===== src/rtl/tp_pkg.sv =====
package tp_pkg;

  typedef logic [1:0] ctr2_t;

  localparam ctr2_t CTR_WEAK_NT  = 2'b01;
  localparam ctr2_t CTR_WEAK_TK  = 2'b10;

  // Saturating step of a 2-bit counter toward taken (up=1) or not taken.
  function automatic ctr2_t sat_step(input ctr2_t c, input logic up);
    ctr2_t r;
    if (up) r = (c == 2'd3) ? 2'd3 : c + 2'd1;
    else    r = (c == 2'd0) ? 2'd0 : c - 2'd1;
    return r;
  endfunction

endpackage


===== src/rtl/tp_rst_sync.sv =====
module tp_rst_sync (
  input  logic clk,
  input  logic rst_n,
  output logic rst_sync_n
);

  logic [1:0] stage_q;
  logic [1:0] stage_d;

  always_comb stage_d = {stage_q[0], 1'b1};

  always_ff @(posedge clk or negedge rst_n) begin
    if (!rst_n) stage_q <= 2'b00;
    else        stage_q <= stage_d;
  end

  assign rst_sync_n = stage_q[1];

endmodule


===== src/rtl/tp_ctr_table.sv =====
module tp_ctr_table import tp_pkg::*; #(
  parameter int    IDX_W   = 4,
  parameter ctr2_t RST_VAL = CTR_WEAK_NT
) (
  input  logic             clk,
  input  logic             rst_n,
  input  logic [IDX_W-1:0] rd_idx,
  output logic             rd_msb,
  input  logic             wr_en,
  input  logic [IDX_W-1:0] wr_idx,
  input  logic             wr_up
);

  localparam int DEPTH = 1 << IDX_W;

  ctr2_t            cnt_q [DEPTH];
  ctr2_t            cnt_d [DEPTH];
  logic [DEPTH-1:0] ent_en;

  always_comb begin
    for (int i = 0; i < DEPTH; i++) begin
      ent_en[i] = wr_en && (wr_idx == IDX_W'(i));
      cnt_d[i]  = sat_step(cnt_q[i], wr_up);
    end
  end

  always_ff @(posedge clk or negedge rst_n) begin
    if (!rst_n) begin
      for (int i = 0; i < DEPTH; i++) cnt_q[i] <= RST_VAL;
    end else begin
      for (int i = 0; i < DEPTH; i++) begin
        if (ent_en[i]) cnt_q[i] <= cnt_d[i];
      end
    end
  end

  assign rd_msb = cnt_q[rd_idx][1];

  generate
    for (genvar g = 0; g < DEPTH; g++) begin : g_chk
      AST_SAT_TOP: assert property (@(posedge clk) disable iff (!rst_n)
        (wr_en && wr_idx == IDX_W'(g) && wr_up && cnt_q[g] == 2'd3) |=> (cnt_q[g] == 2'd3));
      AST_SAT_BOTTOM: assert property (@(posedge clk) disable iff (!rst_n)
        (wr_en && wr_idx == IDX_W'(g) && !wr_up && cnt_q[g] == 2'd0) |=> (cnt_q[g] == 2'd0));
      AST_UNTOUCHED_STABLE: assert property (@(posedge clk) disable iff (!rst_n)
        !(wr_en && wr_idx == IDX_W'(g)) |=> $stable(cnt_q[g]));
    end
  endgenerate

endmodule


===== src/rtl/tp_hist_table.sv =====
module tp_hist_table #(
  parameter int IDX_W  = 4,
  parameter int HIST_W = 4
) (
  input  logic              clk,
  input  logic              rst_n,
  input  logic [IDX_W-1:0]  rd_idx,
  output logic [HIST_W-1:0] rd_hist,
  input  logic              wr_en,
  input  logic [IDX_W-1:0]  wr_idx,
  input  logic              wr_bit,
  output logic [HIST_W-1:0] wr_hist
);

  localparam int DEPTH = 1 << IDX_W;

  logic [HIST_W-1:0] hist_q [DEPTH];
  logic [HIST_W-1:0] hist_d [DEPTH];
  logic [DEPTH-1:0]  ent_en;

  always_comb begin
    for (int i = 0; i < DEPTH; i++) begin
      ent_en[i] = wr_en && (wr_idx == IDX_W'(i));
      hist_d[i] = {hist_q[i][HIST_W-2:0], wr_bit};
    end
  end

  always_ff @(posedge clk or negedge rst_n) begin
    if (!rst_n) begin
      for (int i = 0; i < DEPTH; i++) hist_q[i] <= '0;
    end else begin
      for (int i = 0; i < DEPTH; i++) begin
        if (ent_en[i]) hist_q[i] <= hist_d[i];
      end
    end
  end

  assign rd_hist = hist_q[rd_idx];
  assign wr_hist = hist_q[wr_idx];

  generate
    for (genvar g = 0; g < DEPTH; g++) begin : g_chk
      AST_LHIST_SHIFT: assert property (@(posedge clk) disable iff (!rst_n)
        (wr_en && wr_idx == IDX_W'(g)) |=>
          (hist_q[g][0] == $past(wr_bit) &&
           hist_q[g][HIST_W-1:1] == $past(hist_q[g][HIST_W-2:0])));
      AST_LHIST_HOLD: assert property (@(posedge clk) disable iff (!rst_n)
        !(wr_en && wr_idx == IDX_W'(g)) |=> $stable(hist_q[g]));
    end
  endgenerate

endmodule


===== src/rtl/tourney_pred.sv =====
module tourney_pred import tp_pkg::*; #(
  parameter int PC_W   = 4,
  parameter int LHIST_W = 4
) (
  input  logic            clk,
  input  logic            rst_n,
  input  logic [PC_W-1:0] lk_pc,
  output logic            lk_final,
  output logic            lk_gpred,
  output logic            lk_lpred,
  input  logic            up_valid,
  input  logic [PC_W-1:0] up_pc,
  input  logic            up_taken,
  input  logic            up_gpred,
  input  logic            up_lpred
);

  localparam int GHIST_W = PC_W;

  logic               rst_i_n;
  logic [GHIST_W-1:0] ghist_q;
  logic [GHIST_W-1:0] ghist_d;
  logic [LHIST_W-1:0] lk_lhist;
  logic [LHIST_W-1:0] up_lhist;
  logic               sel_global;
  logic               g_ok;
  logic               l_ok;
  logic               ch_we;

  tp_rst_sync u_rst (
    .clk        (clk),
    .rst_n      (rst_n),
    .rst_sync_n (rst_i_n)
  );

  // Global history: outcome enters at bit 0.
  always_comb ghist_d = {ghist_q[GHIST_W-2:0], up_taken};

  always_ff @(posedge clk or negedge rst_i_n) begin
    if (!rst_i_n)      ghist_q <= '0;
    else if (up_valid) ghist_q <= ghist_d;
  end

  tp_ctr_table #(.IDX_W(GHIST_W), .RST_VAL(CTR_WEAK_NT)) u_gpht (
    .clk    (clk),
    .rst_n  (rst_i_n),
    .rd_idx (ghist_q ^ lk_pc),
    .rd_msb (lk_gpred),
    .wr_en  (up_valid),
    .wr_idx (ghist_q ^ up_pc),
    .wr_up  (up_taken)
  );

  tp_hist_table #(.IDX_W(PC_W), .HIST_W(LHIST_W)) u_lht (
    .clk     (clk),
    .rst_n   (rst_i_n),
    .rd_idx  (lk_pc),
    .rd_hist (lk_lhist),
    .wr_en   (up_valid),
    .wr_idx  (up_pc),
    .wr_bit  (up_taken),
    .wr_hist (up_lhist)
  );

  tp_ctr_table #(.IDX_W(LHIST_W), .RST_VAL(CTR_WEAK_NT)) u_lpht (
    .clk    (clk),
    .rst_n  (rst_i_n),
    .rd_idx (lk_lhist),
    .rd_msb (lk_lpred),
    .wr_en  (up_valid),
    .wr_idx (up_lhist),
    .wr_up  (up_taken)
  );

  // Selector trains only when exactly one component was right.
  always_comb begin
    g_ok  = (up_gpred == up_taken);
    l_ok  = (up_lpred == up_taken);
    ch_we = up_valid && (g_ok != l_ok);
  end

  tp_ctr_table #(.IDX_W(PC_W), .RST_VAL(CTR_WEAK_TK)) u_chooser (
    .clk    (clk),
    .rst_n  (rst_i_n),
    .rd_idx (lk_pc),
    .rd_msb (sel_global),
    .wr_en  (ch_we),
    .wr_idx (up_pc),
    .wr_up  (g_ok)
  );

  assign lk_final = sel_global ? lk_gpred : lk_lpred;

  AST_GHIST_SHIFT: assert property (@(posedge clk) disable iff (!rst_i_n)
    up_valid |=> (ghist_q[0] == $past(up_taken)));
  AST_GHIST_HOLD: assert property (@(posedge clk) disable iff (!rst_i_n)
    !up_valid |=> $stable(ghist_q));
  AST_FINAL_AGREE: assert property (@(posedge clk) disable iff (!rst_i_n)
    (lk_gpred == lk_lpred) |-> (lk_final == lk_gpred));

endmodule


===== config.mk =====
export PLATFORM = sky130hd
export DESIGN_NAME = tourney_pred
export DESIGN_NICKNAME = d
export VERILOG_FILES = /design/src/rtl/tp_pkg.sv /design/src/rtl/tp_rst_sync.sv /design/src/rtl/tp_ctr_table.sv /design/src/rtl/tp_hist_table.sv /design/src/rtl/tourney_pred.sv
export SDC_FILE = /design/constraint.sdc
export NUM_CORES = 1
export LEC_CHECK = 0
export ABC_CLOCK_PERIOD_IN_PS = 6100
export CELL_PAD_IN_SITES_DETAIL_PLACEMENT = 0
export CELL_PAD_IN_SITES_GLOBAL_PLACEMENT = 1
export CORE_UTILIZATION = 51
export DETAILED_ROUTE_END_ITERATION = 16
export GPL_TIMING_DRIVEN = 0
export PLACE_DENSITY_LB_ADDON = 0.1
export SKIP_LAST_GASP = 1
export SLEW_MARGIN = 15
export SYNTH_ARGS = -nofsm -noshare
export SYNTH_HDL_FRONTEND = slang
export SYNTH_SLANG_ARGS = --single-unit

===== constraint.sdc =====
create_clock -name clk -period 6.1 [get_ports clk]
set_clock_uncertainty 0.2 [all_clocks]
set_input_delay 0.915 -clock clk [delete_from_list [all_inputs] [get_ports clk]]
set_output_delay 0.915 -clock clk [all_outputs]
set_load 0.03 [all_outputs]

==> implementation parameters, run 1 <==
Parameter                              Value

Yosys
  Number of standard cells after synthesis ... 888
  Synth Area in XOR/XNOR ... 1.40%
  Top-count cell post-synth ... sky130_fd_sc_hd__dfrtp_1
  Number of synthesized register bits ... 166
  Number of distinct library cell variants in the gate-level netlist after synthesis ... 54
  Share of cell area taken by muxes after synthesis ... 19.7%
  Leading post-synthesis cells by cell area ... sky130_fd_sc_hd__dfrtp_1, sky130_fd_sc_hd__dfstp_2, sky130_fd_sc_hd__mux4_2
  Cell accounting for the most synthesized area ... sky130_fd_sc_hd__dfrtp_1
  Post-synthesis adder-cell area fraction ... 0%
  Cell area after technology mapping ... 9410 um2
  Sequential-to-total area share from yosys stat ... 44.8%
  Synth top cells by count ... sky130_fd_sc_hd__dfrtp_1, sky130_fd_sc_hd__nand2_1, sky130_fd_sc_hd__a21oi_1, sky130_fd_sc_hd__nor2_1, sky130_fd_sc_hd__mux2_2
  Syn. warnings ... 0
  Complex-gate fraction of the synthesized area ... 16.7%
  Proportion of synthesized flip-flops having asynchronous set or reset ... 100%
  Number of flops mapped to enable cells by yosys ... 0
  Mapped Nets ... 902
  Portion of synthesized cell area occupied by the leading cell type ... 31.4%
  Main combinational cell family by area after synthesis ... multiplexers
  Predominant post-synthesis flop cell ... sky130_fd_sc_hd__dfrtp_1
  Post-Synthesis Mean Instance Area ... 10.6 um2
  Share of synthesized cell area in and, or, nand and nor gates ... 14.6%

Power and ir drop
  Worst IR Drop VDD ... 210 uV
  Switching power share of the total ... 31.4%
  Internal power component ... 0.00220 W
  Power per cell area ... 305 nW/um2
  Net switching component of the power ... 0.00101 W
  Pleak ... 4.05 nW
  Sequential share of power ... 43.5%
  Share of total power in combinational logic ... 19.9%
  Clock share of power ... 36.6%

Cells and area
  Layout fillers ... 1,486
  Net count, final ... 934
  Area growth syn-to-layout ... 11.7%
  Inserted Diodes ... 0
  Share of layout cells above drive strength 1 ... 25.9%
  Count of placed standard cells in the final layout, fillers left out ... 1,162

Place
  Quantity of I/O buffers inserted on ports ... 11
  Pre-CTS setup slack ... 0.135 ns
  Placed Cells incl. Taps ... 1,130
  HPWL after detailed placement ... 17,100 um
  GPL Wtd Cong ... 0.863

Die
  FP Rows ... 49
  Floorplan Core Area ... 18,000 um2
  Die boundary height ... 138 um
  Full die area ... 19,000 um2
  DIE WIDTH ... 138 um
  Starting Density ... 52.2%
  Count of pins on the block boundary ... 17

Clocking
  Clock transition at the registers of the reported paths ... 0.07 ns
  CTS Hold Buffers Added ... 0
  Num CTS Buffers ... 17
  Number of buffers on the longest clock path ... 2
  Number of H-tree levels ... 4
  Clock tree from TritonCTS ... built
  Total clock sinks ... 166
  Clock root buffer master ... sky130_fd_sc_hd__clkbuf_16
  Clock latency on the worst-skew pair ... 0.43 ns

Drt
  Wire length on met2 ... 11,800 um
  Vias per Instance ... 6.51
  Post-route antenna net violation count ... 0
  Average wire per standard cell ... 20.9 um
  Max Used Layer ... met4
  TritonRoute pass-1 iters ... 5
  Routed vias ... 7,570
  Routed met1 length ... 10,400 um
  Wire length on met3 ... 1340 um
  Post-detailed-routing wire length ... 24,200 um
  Number of violations reported at the end of detailed-routing iteration 0 ... 773
  Post-detailed-route DRC marker count ... 0

STA
  Final number of max-transition violations ... 0
  Min cycle time layout ... 5.88 ns
  Final setup viols ... 0
  Final period util ... 96.3%
  Total count of hold-check failures in the final report ... 0
  Highest clock frequency the design can meet ... 0.170 GHz
  Worst Setup Slack, final ... 0.224 ns
  Unrepaired setup endpoints after global routing ... false
  Slew of the pin with the lowest slew margin ... 0.715 ns
  Normalized max-slew margin ... 52.4%

GRT
  Initial antenna violation count ... 0
  Vias in the first global route ... 7,217
  Grt total ovfl ... 0
  GR Util All Layers ... 27.0%
  Largest net degree at the start of global routing ... 63
  Wire length of the first global-routing pass ... 38,500 um

Hold path
  Worst min-delay path category ... register to register

Critical path
  Critical Path Source Type ... input pin
  Worst path arrival time ... 4.76 ns
  Worst Setup End Kind ... output pin
  CP max FO ... 10
  CP Data Required Time ... 4.98 ns
  Category of the critical setup timing path ... input pin to output pin

Status
  Outcome ... finished, final reports clean

Job
  Max-capacitance violation count ... 0
worst max-delay path, cell delays in order:
cell,delay (ns)
sky130_fd_sc_hd__clkdlybuf4s50_1,0.66
sky130_fd_sc_hd__buf_6,0.23
sky130_fd_sc_hd__mux4_2,0.51
sky130_fd_sc_hd__mux2i_1,0.52
sky130_fd_sc_hd__or3_1,0.22
sky130_fd_sc_hd__a21oi_1,0.07
sky130_fd_sc_hd__a221oi_1,0.37
sky130_fd_sc_hd__a32oi_1,0.20
sky130_fd_sc_hd__a41oi_1,0.33
sky130_fd_sc_hd__clkdlybuf4s50_1,0.72
flip-flops by register name, indices dropped and copies added, names as in the netlist:
register and count:
ghist_q 4, u_lht.hist_d 48, u_lht.hist_q 16, u_gpht.cnt_q 32, u_lpht.cnt_q 32, u_chooser.cnt_q 32
u_rst.stage_q 2
power groups by stage:
stage / combinational, W / clock, W / sequential (W)
2_1_floorplan: 0.000473 / 0 / 0.00136
3_3_place_gp: 0.000590 / 0 / 0.00141
3_5_place_dp: 0.000630 / 0 / 0.00141
4_1_cts: 0.000632 / 0.00119 / 0.00139
5_1_grt: 0.000690 / 0.00124 / 0.00141
6_report: 0.000637 / 0.00117 / 0.00139
cells by family after synthesis:
group,count (synthesis)
muxes,123
xor gates and xnor gates,15
AOI/OAI and AO/OA,245
buffers and inverters,55
and+or+nand+nor,283
other,1
DFF,166
cells in the final DEF (no fill, tap or decap), types with 10 or more instances in the layout:
cell,netlist,routed
sky130_fd_sc_hd__dfrtp_1,118,117
sky130_fd_sc_hd__nand2_1,92,92
sky130_fd_sc_hd__a21oi_1,84,84
sky130_fd_sc_hd__nor2_1,81,81
sky130_fd_sc_hd__mux2_2,67,67
sky130_fd_sc_hd__o21ai_0,56,56
sky130_fd_sc_hd__dfstp_2,48,48
sky130_fd_sc_hd__mux4_2,43,43
sky130_fd_sc_hd__nand3_1,36,36
sky130_fd_sc_hd__clkbuf_1,31,31
sky130_fd_sc_hd__o221a_2,18,18
sky130_fd_sc_hd__a31oi_1,17,17
sky130_fd_sc_hd__clkbuf_16,0,17
sky130_fd_sc_hd__o211ai_1,15,15
sky130_fd_sc_hd__o21ai_1,14,14
sky130_fd_sc_hd__mux2i_1,13,13
sky130_fd_sc_hd__a221o_1,12,12
sky130_fd_sc_hd__clkdlybuf4s50_1,0,11
sky130_fd_sc_hd__nor3b_1,10,10
final timing paths:
| kind | from | to | slack (ns) | cells after the start |
|---|---|---|---|---|
| hold reg to reg | u_rst.stage_q[0]$_DFF_PN0_ | u_rst.stage_q[1]$_DFF_PN0_ | 0.16 | 0 |
| max in group asynchronous | u_rst.stage_q[1]$_DFF_PN0_ | u_chooser.cnt_q[9]$_DFFE_PN1P_ | 4.71 | 1 |
| min in group asynchronous | u_rst.stage_q[1]$_DFF_PN0_ | u_gpht.cnt_q[23]$_DFFE_PN0P_ | 0.18 | 0 |
| setup / recovery | lk_pc[1] | lk_final | 0.22 | 10 |
| hold / removal | u_rst.stage_q[0]$_DFF_PN0_ | u_rst.stage_q[1]$_DFF_PN0_ | 0.16 | 0 |
| setup reg to reg | u_lht.hist_d[1]$_DFFE_PN0P_ | u_lpht.cnt_q[3]$_DFFE_PN0P_ | 3.29 | 8 |
through the flow:
stage / area (um2) / utilization (%) / hold WS [ns] / TNS, ns / total power (W)
finish: 10500 / 58.3 / 0.157 / 0 / 0.00320
global route: 10500 / 58.3 / 0.164 / 0 / 0.00334
CTS: 10500 / 58.3 / 0.161 / 0 / 0.00321
detailed placement: 9870 / 54.8 / 0.147 / 0 / 0.00204
global placement: 9810 / 54.4 / 0.137 / -81.07 / 0.00200
floorplan: 9410 / - / 0.131 / 0 / 0.00183
metal layers:
metal / track usage [%] / vias to the layer above
li1: - / 3406
met1: 36.1 / 3817
met2: 44.2 / 298
met3: 3.98 / 49
met4: 10.9 / 0
met5: 0 / -
layout make-up:
class                      instances  area [um2]  share of cell area (%)
sequential                       166        4220                    40.1
inverter                           9        33.8                   0.321
multi-input combinational        667        4950                    47.1
clock buffer                      17         425                    4.05
tap                              229         287                    2.72
timing repair buffer              13         165                    1.57
buffer                            46         229                    2.18
clock inverter                    15         210                    2.00
repair_timing:
| item | in CTS | in global routing |
|---|---|---|
| endpoints found under the setup margin | 0 | 1 |
| endpoints found under the hold margin | 0 | 0 |
| resized for setup | 0 | 1 |
| buffers inserted | 0 | 0 |
Power figures use the tool's default switching activity.
==> inputs of run 2 (changes only) <==
CORE_UTILIZATION = 52   (was 51)
SYNTH_HIERARCHICAL = 1   (was not set)
==> implementation parameters, run 2 <==
Parameter                              Value

Clocking
  Clock root buffer master ... sky130_fd_sc_hd__clkbuf_16
  Number of H-tree levels ... 4
  Clock tree from TritonCTS ... built
  Total clock sinks ... 166
  Post-CTS Setup Bufs ... 0
  Number of buffers on the longest clock path ... 2
  Clock transition at the registers of the reported paths ... 0.06 ns
  Clock latency on the worst-skew pair ... 0.43 ns
  Num CTS Buffers ... 17

Yosys
  Number of flops mapped to enable cells by yosys ... 0
  Syn. warnings ... 6
  Number of standard cells after synthesis ... 859
  Number of synthesized register bits ... 166
  Mapped Nets ... 873
  Share of synthesized cell area in and, or, nand and nor gates ... 13.1%
  Proportion of synthesized flip-flops having asynchronous set or reset ... 100%
  Cell area after technology mapping ... 9840 um2
  Complex-gate fraction of the synthesized area ... 19.9%
  Post-Synthesis Mean Instance Area ... 11.5 um2
  Leading post-synthesis cells by cell area ... sky130_fd_sc_hd__dfrtp_1, sky130_fd_sc_hd__dfstp_2, sky130_fd_sc_hd__mux4_2
  Post-synthesis adder-cell area fraction ... 0%
  Main combinational cell family by area after synthesis ... compound AO/OA/AOI/OAI gates
  Predominant post-synthesis flop cell ... sky130_fd_sc_hd__dfrtp_1
  Cell accounting for the most synthesized area ... sky130_fd_sc_hd__dfrtp_1
  Sequential-to-total area share from yosys stat ... 42.8%
  Share of cell area taken by muxes after synthesis ... 19.2%
  Number of distinct library cell variants in the gate-level netlist after synthesis ... 43
  Synth Area in XOR/XNOR ... 0.890%
  Portion of synthesized cell area occupied by the leading cell type ... 30.0%
  Synth top cells by count ... sky130_fd_sc_hd__dfrtp_1, sky130_fd_sc_hd__a31oi_1, sky130_fd_sc_hd__nor2_1, sky130_fd_sc_hd__o21ai_0
  Top-count cell post-synth ... sky130_fd_sc_hd__dfrtp_1

Die
  FP Rows ... 49
  DIE WIDTH ... 140 um
  Full die area ... 19,500 um2
  Starting Density ... 53.8%
  Floorplan Core Area ... 18,300 um2
  Die boundary height ... 140 um
  Count of pins on the block boundary ... 17

Place
  Pre-CTS setup slack ... -0.146 ns
  GPL Wtd Cong ... 0.856
  HPWL after detailed placement ... 17,300 um
  Quantity of I/O buffers inserted on ports ... 16
  Placed Instance Area ... 10,300 um2
  Placed Cells incl. Taps ... 1,107

Critical path
  CP max FO ... 10
  Category of the critical setup timing path ... input pin to output pin
  FF-to-FF path depth ... 7
  Cell Chain, Critical Path ... dlygate4sd2_1, buf_6, buf_6, mux4_2, a22oi_1, nand3_1, mux4_2, mux2i_1, mux2i_1, mux2_2, clkdlybuf4s50_1
  Startpoint of the worst register-to-register path ... u_lht/hist_q[51]$_DFFE_PN0P_
  Worst Setup End Kind ... output pin
  CP Data Required Time ... 4.98 ns
  Max stage delay on crit path ... 0.59 ns
  Endpoint of the worst register-to-register path ... u_lpht/cnt_q[24]$_DFFE_PN1P_
  Critical Path Source Type ... input pin
  Worst path arrival time ... 4.82 ns
  Highest-delay cell along the critical path ... sky130_fd_sc_hd__clkdlybuf4s50_1
  Reg-to-reg slack, setup ... 3.14 ns
  Critical Path Source ... lk_pc[0]

Hold path
  Hold Crit Endpoint ... u_rst/stage_q[1]$_DFF_PN0_
  Worst min-delay path category ... register to register
  Hold depth ... 0
  Hold_sp ... u_rst/stage_q[0]$_DFF_PN0_

Drt
  Vias per Instance ... 6.92
  Post-detailed-route DRC marker count ... 0
  Post-detailed-routing wire length ... 25,100 um
  Number of violations reported at the end of detailed-routing iteration 0 ... 847
  TritonRoute pass-1 iters ... 5
  Average wire per standard cell ... 22.0 um
  Routed vias ... 7,879
  Post-route antenna net violation count ... 0

Cells and area
  Area of all placed cells without fillers ... 11,000 um2
  Count of placed standard cells in the final layout, fillers left out ... 1,139
  End-of-flow core utilization ... 60.2%
  Commonest non-fill, non-tap cell in the layout ... sky130_fd_sc_hd__dfrtp_1
  Area growth syn-to-layout ... 11.9%
  Net count, final ... 911
  Flip-flop count of the largest register, all copies and words added ... 48
  Inserted Diodes ... 0
  Commonest cells after routing, fill and taps aside ... sky130_fd_sc_hd__dfrtp_1, sky130_fd_sc_hd__a31oi_1, sky130_fd_sc_hd__nor2_1
  Share of layout cells above drive strength 1 ... 29.6%

STA
  Worst Setup Slack, final ... 0.161 ns
  Normalized max-slew margin ... 23.2%
  Final number of max-transition violations ... 0
  Final period util ... 97.4%
  Unrepaired setup endpoints after global routing ... false
  Slew of the pin with the lowest slew margin ... 1.15 ns
  Final setup viols ... 0
  Min cycle time layout ... 5.94 ns
  Highest clock frequency the design can meet ... 0.168 GHz
  Total count of hold-check failures in the final report ... 0

GRT
  Met3 track utilization from global routing ... 4.71%
  Most Crowded Layer GR ... met2
  Initial antenna violation count ... 0
  Wire length of the first global-routing pass ... 41,300 um
  Met2 global-route usage ... 44.8%
  Vias in the first global route ... 7,851
  Global-route met1 utilization ... 36.0%
  Largest net degree at the start of global routing ... 55
  GR Util All Layers ... 27.1%
  Grt total ovfl ... 0

Power and ir drop
  Worst IR Drop VDD ... 215 uV
  Power per cell area ... 326 nW/um2
  Pleak ... 4.33 nW

Status
  Outcome ... finished, final reports clean

Job
  Max-capacitance violation count ... 0
## run 2: how the worst max path moves through the flow
stage          slack [ns]                            to  cells after the start
4_1_cts              0.19                      lk_final                     11
2_1_floorplan        1.02        ghist_q[0]$_DFFE_PN0P_                      0
6_report             0.16                      lk_final                     11
5_1_grt              0.04                      lk_final                     11
3_5_place_dp        -0.15                      lk_final                     11
3_3_place_gp        -0.74  u_lpht/cnt_q[11]$_DFFE_PN0P_                      0
## run 2: kinds of logic (layout without fill, tap and decap cells)
logic type,after synthesis,in the layout
muxes,122,122
AOI/OAI and AO/OA,266,266
DFF,166,166
other,1,1
xor gates and xnor gates,10,10
and+or+nand+nor,223,223
buffers and inverters,71,122
## run 2: per-stage QoR
stage          hold WS (ns)  TNS [ns]  total power (W)
2_1_floorplan         0.131         0          0.00213
6_report              0.159         0          0.00359
5_1_grt               0.172         0          0.00376
3_5_place_dp          0.146    -0.146          0.00238
3_3_place_gp          0.139    -84.43          0.00232
4_1_cts               0.162         0          0.00360
## run 2: what timing repair did
item,4_1_cts,5_1_grt
setup endpoints to repair,1,0
gates resized for setup,3,0
hold buffers,0,0
## run 2: cell type report
cell class / count / area (um2)
Clock buffer: 21 / 460
Fill cell: 1455 / 7270
Multi-Input combinational cell: 622 / 5230
Inverter: 3 / 11.3
Timing Repair Buffer: 19 / 218
Sequential cell: 166 / 4220
Clock inverter: 11 / 196
Buffer: 68 / 382
Tap cell: 229 / 287
## run 2: where the power goes
part           switching, W  internal, W
clock              0.000458     0.000751
sequential         0.000237      0.00132
combinational      0.000409     0.000407
## run 2: routing by layer
metal / up-vias / share of wire, % / wire length [um]
met3: 43 / 5.7 / 1430
met5: - / 0 / 0
met4: 0 / 1.8 / 445
li1: 3523 / - / -
met1: 4017 / 43 / 10900
met2: 296 / 49 / 12300
## run 2: worst max-delay path: cells and delay by family
family,cells,cell delay [ns]
and+or+nand+nor,1,0.31
muxes,5,1.76
AOI/OAI and AO/OA,1,0.29
buffers and inverters,4,1.53
